### config.mk
export PLATFORM = sky130hd
export DESIGN_NAME = stream_gearbox
export DESIGN_NICKNAME = d
export VERILOG_FILES = /design/src/rtl/gbx_pkg.sv /design/src/rtl/gbx_residue.sv /design/src/rtl/gbx_out_reg.sv /design/src/rtl/stream_gearbox.sv
export SDC_FILE = /design/constraint.sdc
export NUM_CORES = 1
export LEC_CHECK = 0
export BUFFER_PORTS_ARGS = -buffer_cell sky130_fd_sc_hd__buf_2
export CAP_MARGIN = 20
export CORE_ASPECT_RATIO = 1.5
export CORE_MARGIN = 1
export CORE_UTILIZATION = 56
export CTS_CLUSTER_SIZE = 25
export DETAILED_ROUTE_END_ITERATION = 6
export PLACE_DENSITY_LB_ADDON = 0.05
export SYNTH_ARGS = -nofsm -noshare
export SYNTH_HDL_FRONTEND = slang
export SYNTH_HIERARCHICAL = 1
export SYNTH_SLANG_ARGS = --single-unit
### constraint.sdc
create_clock -name clk -period 2.75 [get_ports clk]
set_input_delay 0.55 -clock clk [delete_from_list [all_inputs] [get_ports clk]]
set_output_delay 0.55 -clock clk [all_outputs]
set_load 0.05 [all_outputs]
### src/rtl/gbx_pkg.sv
package gbx_pkg;

  // number of bits an output load removes from a store holding `fill` bits
  function automatic int unsigned gbx_take(input int unsigned fill, input int unsigned out_w);
    return (fill >= out_w) ? out_w : fill;
  endfunction

endpackage

### src/rtl/gbx_residue.sv
module gbx_residue
  import gbx_pkg::*;
#(
  parameter int unsigned IN_W  = 3,
  parameter int unsigned OUT_W = 7
) (
  input  logic             clk,
  input  logic             rst,
  input  logic             in_valid,
  output logic             in_ready,
  input  logic [IN_W-1:0]  in_data,
  input  logic             in_last,
  input  logic             slot_free,
  output logic             pop,
  output logic [OUT_W-1:0] pop_data,
  output logic             pop_last
);

  localparam int unsigned RW    = IN_W + OUT_W;
  localparam int unsigned CNT_W = $clog2(RW + 1);
  localparam int unsigned ROOM  = RW - IN_W;

  logic [RW-1:0]    store_q;
  logic [CNT_W-1:0] fill_q;
  logic             pend_q;

  logic             have_word;
  logic [CNT_W-1:0] take;
  logic [CNT_W-1:0] fill_mid;
  logic             acc;
  logic [RW-1:0]    shifted;
  logic [RW-1:0]    incoming;

  always_comb begin
    have_word = (fill_q >= CNT_W'(OUT_W)) || (pend_q && (fill_q != '0));
    pop       = slot_free && have_word;
    take      = CNT_W'(gbx_take(int'(fill_q), OUT_W));
    pop_last  = pend_q && (fill_q <= CNT_W'(OUT_W));
    pop_data  = store_q[OUT_W-1:0];
    fill_mid  = pop ? (fill_q - take) : fill_q;
    in_ready  = !pend_q && (fill_mid <= CNT_W'(ROOM));
    acc       = in_valid && in_ready;
    shifted   = pop ? (store_q >> OUT_W) : store_q;
    incoming  = acc ? (RW'(in_data) << fill_mid) : '0;
  end

  always_ff @(posedge clk) begin
    if (rst) begin
      store_q <= '0;
      fill_q  <= '0;
      pend_q  <= 1'b0;
    end else begin
      store_q <= shifted | incoming;
      fill_q  <= acc ? (fill_mid + CNT_W'(IN_W)) : fill_mid;
      if (acc && in_last)
        pend_q <= 1'b1;
      else if (pop && pop_last)
        pend_q <= 1'b0;
    end
  end

  AST_NO_OVERFLOW: assert property (@(posedge clk) disable iff (rst)
    fill_q <= CNT_W'(RW));

  AST_MARK_BLOCKS: assert property (@(posedge clk) disable iff (rst)
    (acc && in_last) |=> !in_ready);

  AST_FLUSH_EMPTY: assert property (@(posedge clk) disable iff (rst)
    (pop && pop_last) |=> (fill_q == '0));

endmodule

### src/rtl/gbx_out_reg.sv
module gbx_out_reg #(
  parameter int unsigned OUT_W = 7
) (
  input  logic             clk,
  input  logic             rst,
  input  logic             pop,
  input  logic [OUT_W-1:0] pop_data,
  input  logic             pop_last,
  output logic             slot_free,
  input  logic             out_ready,
  output logic             out_valid,
  output logic [OUT_W-1:0] out_data,
  output logic             out_last
);

  assign slot_free = !out_valid || out_ready;

  always_ff @(posedge clk) begin
    if (rst) begin
      out_valid <= 1'b0;
      out_data  <= '0;
      out_last  <= 1'b0;
    end else if (pop) begin
      out_valid <= 1'b1;
      out_data  <= pop_data;
      out_last  <= pop_last;
    end else if (out_ready) begin
      out_valid <= 1'b0;
    end
  end

  AST_OUT_HOLD: assert property (@(posedge clk) disable iff (rst)
    (out_valid && !out_ready) |=> (out_valid && $stable(out_data) && $stable(out_last)));

  AST_LOAD_FREE: assert property (@(posedge clk) disable iff (rst)
    pop |-> (!out_valid || out_ready));

endmodule

### src/rtl/stream_gearbox.sv
module stream_gearbox #(
  parameter int unsigned IN_W  = 3,
  parameter int unsigned OUT_W = 7
) (
  input  logic             clk,
  input  logic             rst,
  input  logic             in_valid,
  output logic             in_ready,
  input  logic [IN_W-1:0]  in_data,
  input  logic             in_last,
  output logic             out_valid,
  input  logic             out_ready,
  output logic [OUT_W-1:0] out_data,
  output logic             out_last
);

  logic             slot_free;
  logic             pop;
  logic [OUT_W-1:0] pop_data;
  logic             pop_last;

  gbx_residue #(.IN_W(IN_W), .OUT_W(OUT_W)) u_res (
    .clk(clk), .rst(rst),
    .in_valid(in_valid), .in_ready(in_ready), .in_data(in_data), .in_last(in_last),
    .slot_free(slot_free), .pop(pop), .pop_data(pop_data), .pop_last(pop_last)
  );

  gbx_out_reg #(.OUT_W(OUT_W)) u_out (
    .clk(clk), .rst(rst),
    .pop(pop), .pop_data(pop_data), .pop_last(pop_last), .slot_free(slot_free),
    .out_ready(out_ready), .out_valid(out_valid), .out_data(out_data), .out_last(out_last)
  );

  AST_RESET_IDLE: assert property (@(posedge clk)
    rst |=> !out_valid);

endmodule

==> results of run 1 <==
## layout by cell type (no fill, tap or decap), types with 2 or more instances in the layout
master | synthesis | layout
dfxtp_1 | 24 | 24
buf_2 | 1 | 17
nor2_1 | 17 | 17
mux2i_1 | 15 | 15
nand2b_1 | 7 | 7
a21oi_1 | 5 | 5
nand2_1 | 5 | 5
buf_4 | 7 | 4
inv_1 | 4 | 4
clkbuf_4 | 0 | 3
a211o_1 | 3 | 3
a22o_1 | 3 | 3
nand3_1 | 3 | 3
nand4b_1 | 3 | 3
ha_1 | 3 | 3
a211oi_1 | 2 | 2
nor2b_1 | 2 | 2
nand4_1 | 2 | 2
o32ai_2 | 2 | 2
## worst min-delay path: cells and delay by family
kind / cells / cell delay, ps
buf+inv: 1 / 100
simple gates: 1 / 40
compound gates: 1 / 50
## stage by stage
stage | utilization | hold slack, ps | setup WS, ps | cell area, um2
3_5_place_dp | 0.600 | 456 | 377 | 1330
5_1_grt | 0.624 | 460 | 396 | 1380
2_1_floorplan | - | 437 | 464 | 1300
4_1_cts | 0.624 | 456 | 579 | 1380
3_3_place_gp | 0.600 | 459 | 393 | 1330
6_report | 0.624 | 463 | 588 | 1380
## area by class of cell
cell class / instances / area, um2
Multi-Input combinational cell: 92 / 679
Timing Repair Buffer: 21 / 115
Inverter: 5 / 21.3
Tap cell: 23 / 28.8
Clock buffer: 3 / 22.5
Fill cell: 206 / 830
Clock inverter: 1 / 30.0
Sequential cell: 24 / 480
## layer usage
metal,vias to the layer above,wire (um)
li1,497,-
met1,465,1020
met2,19,1360
met3,7,56
met4,0,62
met5,-,0
## flip-flops by register name, summed over array words and instances, names as in the netlist
signal and cells:
u_res/store_q 10, u_out/out_data 7, u_res/fill_q 4, u_out/out_last 1, u_out/out_valid 1, u_res/pend_q 1
## worst paths after layout
kind / start / end
min reg2reg: u_res/store_q[5] / u_res/store_q[5]
max: u_res/fill_q[3] / u_res/store_q[8]
max reg2reg: u_res/fill_q[3] / u_res/store_q[8]
min: in_last / u_res/pend_q
## kinds of logic after synthesis
family                   count (synthesis)
adder cells (fa/ha/maj)                  3
flip-flops                              24
buffers and inverters                   21
XOR/XNOR                                 2
AND/OR/NAND/NOR                         47
multiplexers                            15
AO/OA/AOI/OAI                           25
## where the power goes
part	switching (mW)	leakage [nW]	internal, mW
Combinational	0.0887	0.350	0.0663
Clock	0.0996	0.0279	0.147
Sequential	0.0212	0.195	0.367
Total	0.210	0.573	0.580
==> reports/qor.yml, run 1 <==
status: "complete, no violations"
syn2layout_area_growth_pct: 5.87
wire_per_inst_um: 14.8
post-place-cells: 165
dpl.hpwl_mm: 1.86
fp.dieH_um: 61.0
end_kind: "flip-flop"
crit_path_cell_trace: "nand2b_1, ha_1, a22o_1, inv_4, or3_4, o32ai_2"
ys_async_sr_fraction: 0
routed_wl_mm: 2.50
gp_congestion: 0.841
rr_worst_depth: 6
cts_buffers: 3
max_stage_delay_ps: 600
die_area_mm2: 0.00252
p_leak_nw: 0.573
synth_top_area_share: 0.369
use_met2: 0.384
crit_family: "flip-flops"
peakVddDrop_v: 0.000406
die_width_um: 41.4
ctsHtreeMaxLevel: 1
hold_path.class: "input port to flip-flop"
post_cts_buffers: 0
grt_use_total: 0.210
setup_violations: 0
setup_tns_ps: 0
synth_top_area_cell: "dfxtp_1"
overflow: 0
cts.path.max_buffers: 2
post_cts_resized: 0
clk_latency_ps: 300
crit_type: "flip-flop to flip-flop"
vias: 988
dr.first_iter.drc_count: 23
fin_cells: 169
drt-vias-per-instance: 5.85
hold_viol_final: 0
skew_ps: 4.31
slew_viol_final: 0
fin_nets: 158
tightest_slew_ps: 492
yosys.cell_types.count: 42
start_kind: "flip-flop"
numPortBuffers: 17
grt_util_met1: 0.214
grt_pass1_vias: 812
synthXorXnorAreaFrac: 0.0135
synth-simple-area-share: 0.201
synth_area_leaders: "dfxtp_1 37%, mux2i_1 12%, nor2_1 4.9%"
drive_gt1_frac: 0.219
rsz0062_at_grt: "false"
reg2reg_slack_ps: 590
synth_common_cells: "24 x dfxtp_1, 17 x nor2_1, 15 x mux2i_1, 7 x buf_4, 7 x nand2b_1"
cp_slowest_cell: "dfxtp_1"
synth_ff_type: "dfxtp_1"
coreArea_mm2: 0.00221
synth_seq_cells: 24
grt_max_degree: 25
yosysWarnings: 6
postSynthCellCount: 137
synth_top_family_by_area: "simple AND/OR/NAND/NOR gates"
cp.arrival_ps: 2390
drc: 0
hold_buffers: 0
num_rows: 21
io_pins: 18
finalCritPeriodShare: 0.786
synth_compound_area_frac: 0.163
yosysMostFrequentCell: "dfxtp_1"
drv_cap: 0
worstPathRequired_ps: 2980
syn-num-nets: 148
synth_area_mm2: 0.00130
path_clk_slew_ps: 130
path_max_fanout: 14
antenna_found_initial: 0
period_needed_ps: 2160
grt_pass1_wl_mm: 3.51
busiest_layer: "met2"
maxSlewHeadroom: 0.672
clock-sinks: 24
cp_num_cells: 6
ys_seq_area_frac: 0.369
antenna_cells: 0
hold-path-cell-count: 3
avgSynthCellArea_um2: 9.50
max_freq_ghz: 0.463
cts_root_buffer: "clkbuf_4"
cellPowerDensity_mw_per_mm2: 573
firstDrtPassIters: 4
crit_buf_inv: 1
initial_core_util: 0.590
ant_nets: 0
met3_usage: 0.0325
synthMuxAreaShare: 0.115
yosys.area_share.adder: 0.0288
synth-edff-count: 0
power_uw: 790
cts_tree: "yes"
Power figures use the tool's default switching activity.
==> inputs of run 2 (changes only) <==
ABC_AREA = 1   (was not set)
clock period = 2.2 ns   (was 2.75 ns; I/O delays follow)
==> reports/qor.yml, run 2 <==
vias: 1135  # +15%
grt_use_total: 0.218  # +0.00772
synth_area_leaders: "dfxtp_1 36%, nand2_1 7.9%, nor2_1 7.3%"
path_max_fanout: 8  # -6
path_clk_slew_ps: 120  # about the same
cellPowerDensity_mw_per_mm2: 879  # +53%
timing.rr.end: "u_res/fill_q[1]"
maxSlewHeadroom: 0.760  # +0.0880
ctsHtreeMaxLevel: 1  # unchanged
gp_congestion: 0.818  # -2.8%
synth_area_mm2: 0.00134  # +2.7%
ys_seq_area_frac: 0.360  # -0.00968
drv_cap: 0  # unchanged
postSynthCellCount: 182  # +33%
clock-sinks: 24  # unchanged
reg2reg_slack_ps: 240  # -350 ps
grt_max_degree: 20  # -20%
setup_violations: 0  # unchanged
synth_compound_area_frac: 0.133  # -0.0305
num_rows: 21  # unchanged
finalCritPeriodShare: 0.890  # +0.104
synth-simple-area-share: 0.352  # +0.151
drive_gt1_frac: 0.256  # +0.0372
period_needed_ps: 1960  # -203 ps
worstPathRequired_ps: 2460  # -520 ps
grt_pass1_wl_mm: 4.24  # +21%
clk_latency_ps: 300  # about the same
synth_top_family_by_area: "simple AND/OR/NAND/NOR gates"
firstDrtPassIters: 4  # unchanged
yosys.cell_types.count: 26  # -38%
routed_wl_mm: 2.52  # +0.68%
max_freq_ghz: 0.511  # +10%
peakVddDrop_v: 0.000423  # +4.4%
crit_type: "flip-flop to flip-flop"
final_cell_mix: "28 x nand2_1, 26 x nor2_1, 24 x dfxtp_1"
tightest_slew_ps: 359  # -133 ps
synthMuxAreaShare: 0.0150  # -0.100
largest_reg_flops: 10  # unchanged
io_pins: 18  # unchanged
hold_viol_final: 0  # unchanged
synth_common_cells: "28 x nand2_1, 26 x nor2_1, 24 x dfxtp_1, 18 x nand3_1, 15 x inv_1"
synth_top_area_share: 0.360  # -0.00968
multi_input_area_um2: 714  # +5.2%
hold_path.class: "input port to flip-flop"
synth_ff_type: "dfxtp_1"
die_width_um: 41.9  # +1.3%
utilization: 0.639  # +0.0145
coreArea_mm2: 0.00223  # +1.2%
antenna_found_initial: 0  # unchanged
grt_pass1_vias: 992  # +22%
overflow: 0  # unchanged
antenna_cells: 0  # unchanged
largest_register: "u_res/store_q"
hold-path-cell-count: 3  # unchanged
status: "complete, no violations"
cp.arrival_ps: 2220  # -170 ps
hold_buffers: 0  # unchanged
ys_async_sr_fraction: 0  # unchanged
synth_top_area_cell: "dfxtp_1"
reg_top3: "u_res/store_q (10), u_out/out_data (7), u_res/fill_q (4)"
slew_viol_final: 0  # unchanged
rsz0062_at_grt: "false"
dr.first_iter.drc_count: 29  # +26%
drc: 0  # unchanged
fin_nets: 208  # +32%
final_common_cell: "nand2_1"
end_kind: "flip-flop"
post_cts_resized: 0  # unchanged
cts_root_buffer: "clkbuf_4"
initial_core_util: 0.598  # +0.00875
ff_latch_area_um2: 480  # unchanged
ant_nets: 0  # unchanged
setup_tns_ps: 0  # unchanged
dpl_worst_slack_ps: 234  # -143 ps
start_kind: "flip-flop"
cts_buffers: 3  # unchanged
cts_tree: "yes"
synth_seq_cells: 24  # unchanged
synth-edff-count: 0  # unchanged
fp.dieH_um: 61.8  # +1.3%
yosys.area_share.adder: 0.0281  # -0.000756
numPortBuffers: 17  # unchanged
r2r-start: "u_res/fill_q[1]"
yosysWarnings: 6  # unchanged
skew_ps: 2.59  # -1.72 ps
syn2layout_area_growth_pct: 6.74
cts.path.max_buffers: 2  # unchanged
synthXorXnorAreaFrac: 0.00655  # -0.00691
wire_per_inst_um: 11.6  # -22%
n_fill_cell: 231  # +12%
hold_start: "in_last"
p_leak_nw: 0.687  # +20%
post_cts_buffers: 0  # unchanged
min_to: "u_res/pend_q"
yosysMostFrequentCell: "nand2_1"
rr_worst_depth: 10  # +4
avgSynthCellArea_um2: 7.34  # -23%
worst_slack_ps: 241  # -347 ps
syn-num-nets: 193  # +30%
dpl.hpwl_mm: 1.96  # +5.3%
drt-vias-per-instance: 5.21  # -11%
die_area_mm2: 0.00259  # +2.6%
power_mw: 1.25  # +59%
worst_hold_slack_ps: 380  # -82.7 ps
==> run 2: cell types whose count changed after synthesis, sizes merged, moves of 4 or more <==
cell | previous run | this run
a211o | 4 | 0
a21oi | 5 | 14
buf | 12 | 8
inv | 5 | 20
mux2i | 15 | 2
nand2 | 5 | 40
nand2b | 7 | 0
nand3 | 3 | 21
nor2 | 17 | 29
o21ai | 1 | 14
==> run 2: worst max-delay path, cell delays in order (launching register included) <==
cell and delay, ps:
dfxtp_1 430, nand3_2 120, nand2_2 110, nand2_1 70, ha_1 340, inv_1 90, o21ai_4 260, ha_1 280
nand2_1 70, o211ai_1 80, inv_1 60
==> run 2: per-layer routing <==
| metal | track usage | wire length [um] |
|---|---|---|
| met1 | 0.268 | 1140 |
| met2 | 0.375 | 1280 |
| met3 | 0.0260 | 54 |
| met4 | 0.124 | 52 |
| met5 | 0 | 0 |
==> run 2: kinds of logic (layout without fill, tap and decap cells) <==
kind of cell    Yosys count  after routing
compound gates           29             29
xor+xnor                  1              1
fa+ha+maj                 3              3
buf+inv                  30             43
flops                    24             24
mux                       2              2
simple gates             93             93
==> run 2: worst max path at each step <==
stage	start	endpoint	slack (ps)	cells past startpoint
5_1_grt	u_res/fill_q[0]	u_res/fill_q[1]	60	10
4_1_cts	u_res/fill_q[0]	u_res/fill_q[1]	220	10
3_3_place_gp	u_res/fill_q[0]	u_res/fill_q[1]	260	10
2_1_floorplan	u_out/out_valid	u_res/store_q[5]	60	11
6_report	u_res/fill_q[1]	u_res/fill_q[1]	240	10
3_5_place_dp	out_ready	u_res/fill_q[2]	230	11
==> run 2: layout make-up <==
class,instances,share of cell area
clock buffers,3,0.0158
inverters,21,0.0561
multi-input cells,128,0.501
flip-flops and latches,24,0.337
well taps,23,0.0202
repair buffers,19,0.0702
==> run 2: power by group <==
group          switching [mW]  total, mW  leakage (nW)  internal, mW
combinational           0.377      0.535         0.477         0.158
clock                   0.119      0.183        0.0138        0.0639
sequential             0.0374      0.536         0.196         0.498
total                   0.534       1.25         0.687         0.720
==> run 2: per-stage QoR <==
step                std cells  cell area (um2)
detailed placement        215             1400
floorplan                 182             1340
finish                    218             1430
CTS                       218             1430
global placement          215             1400
global route              218             1430
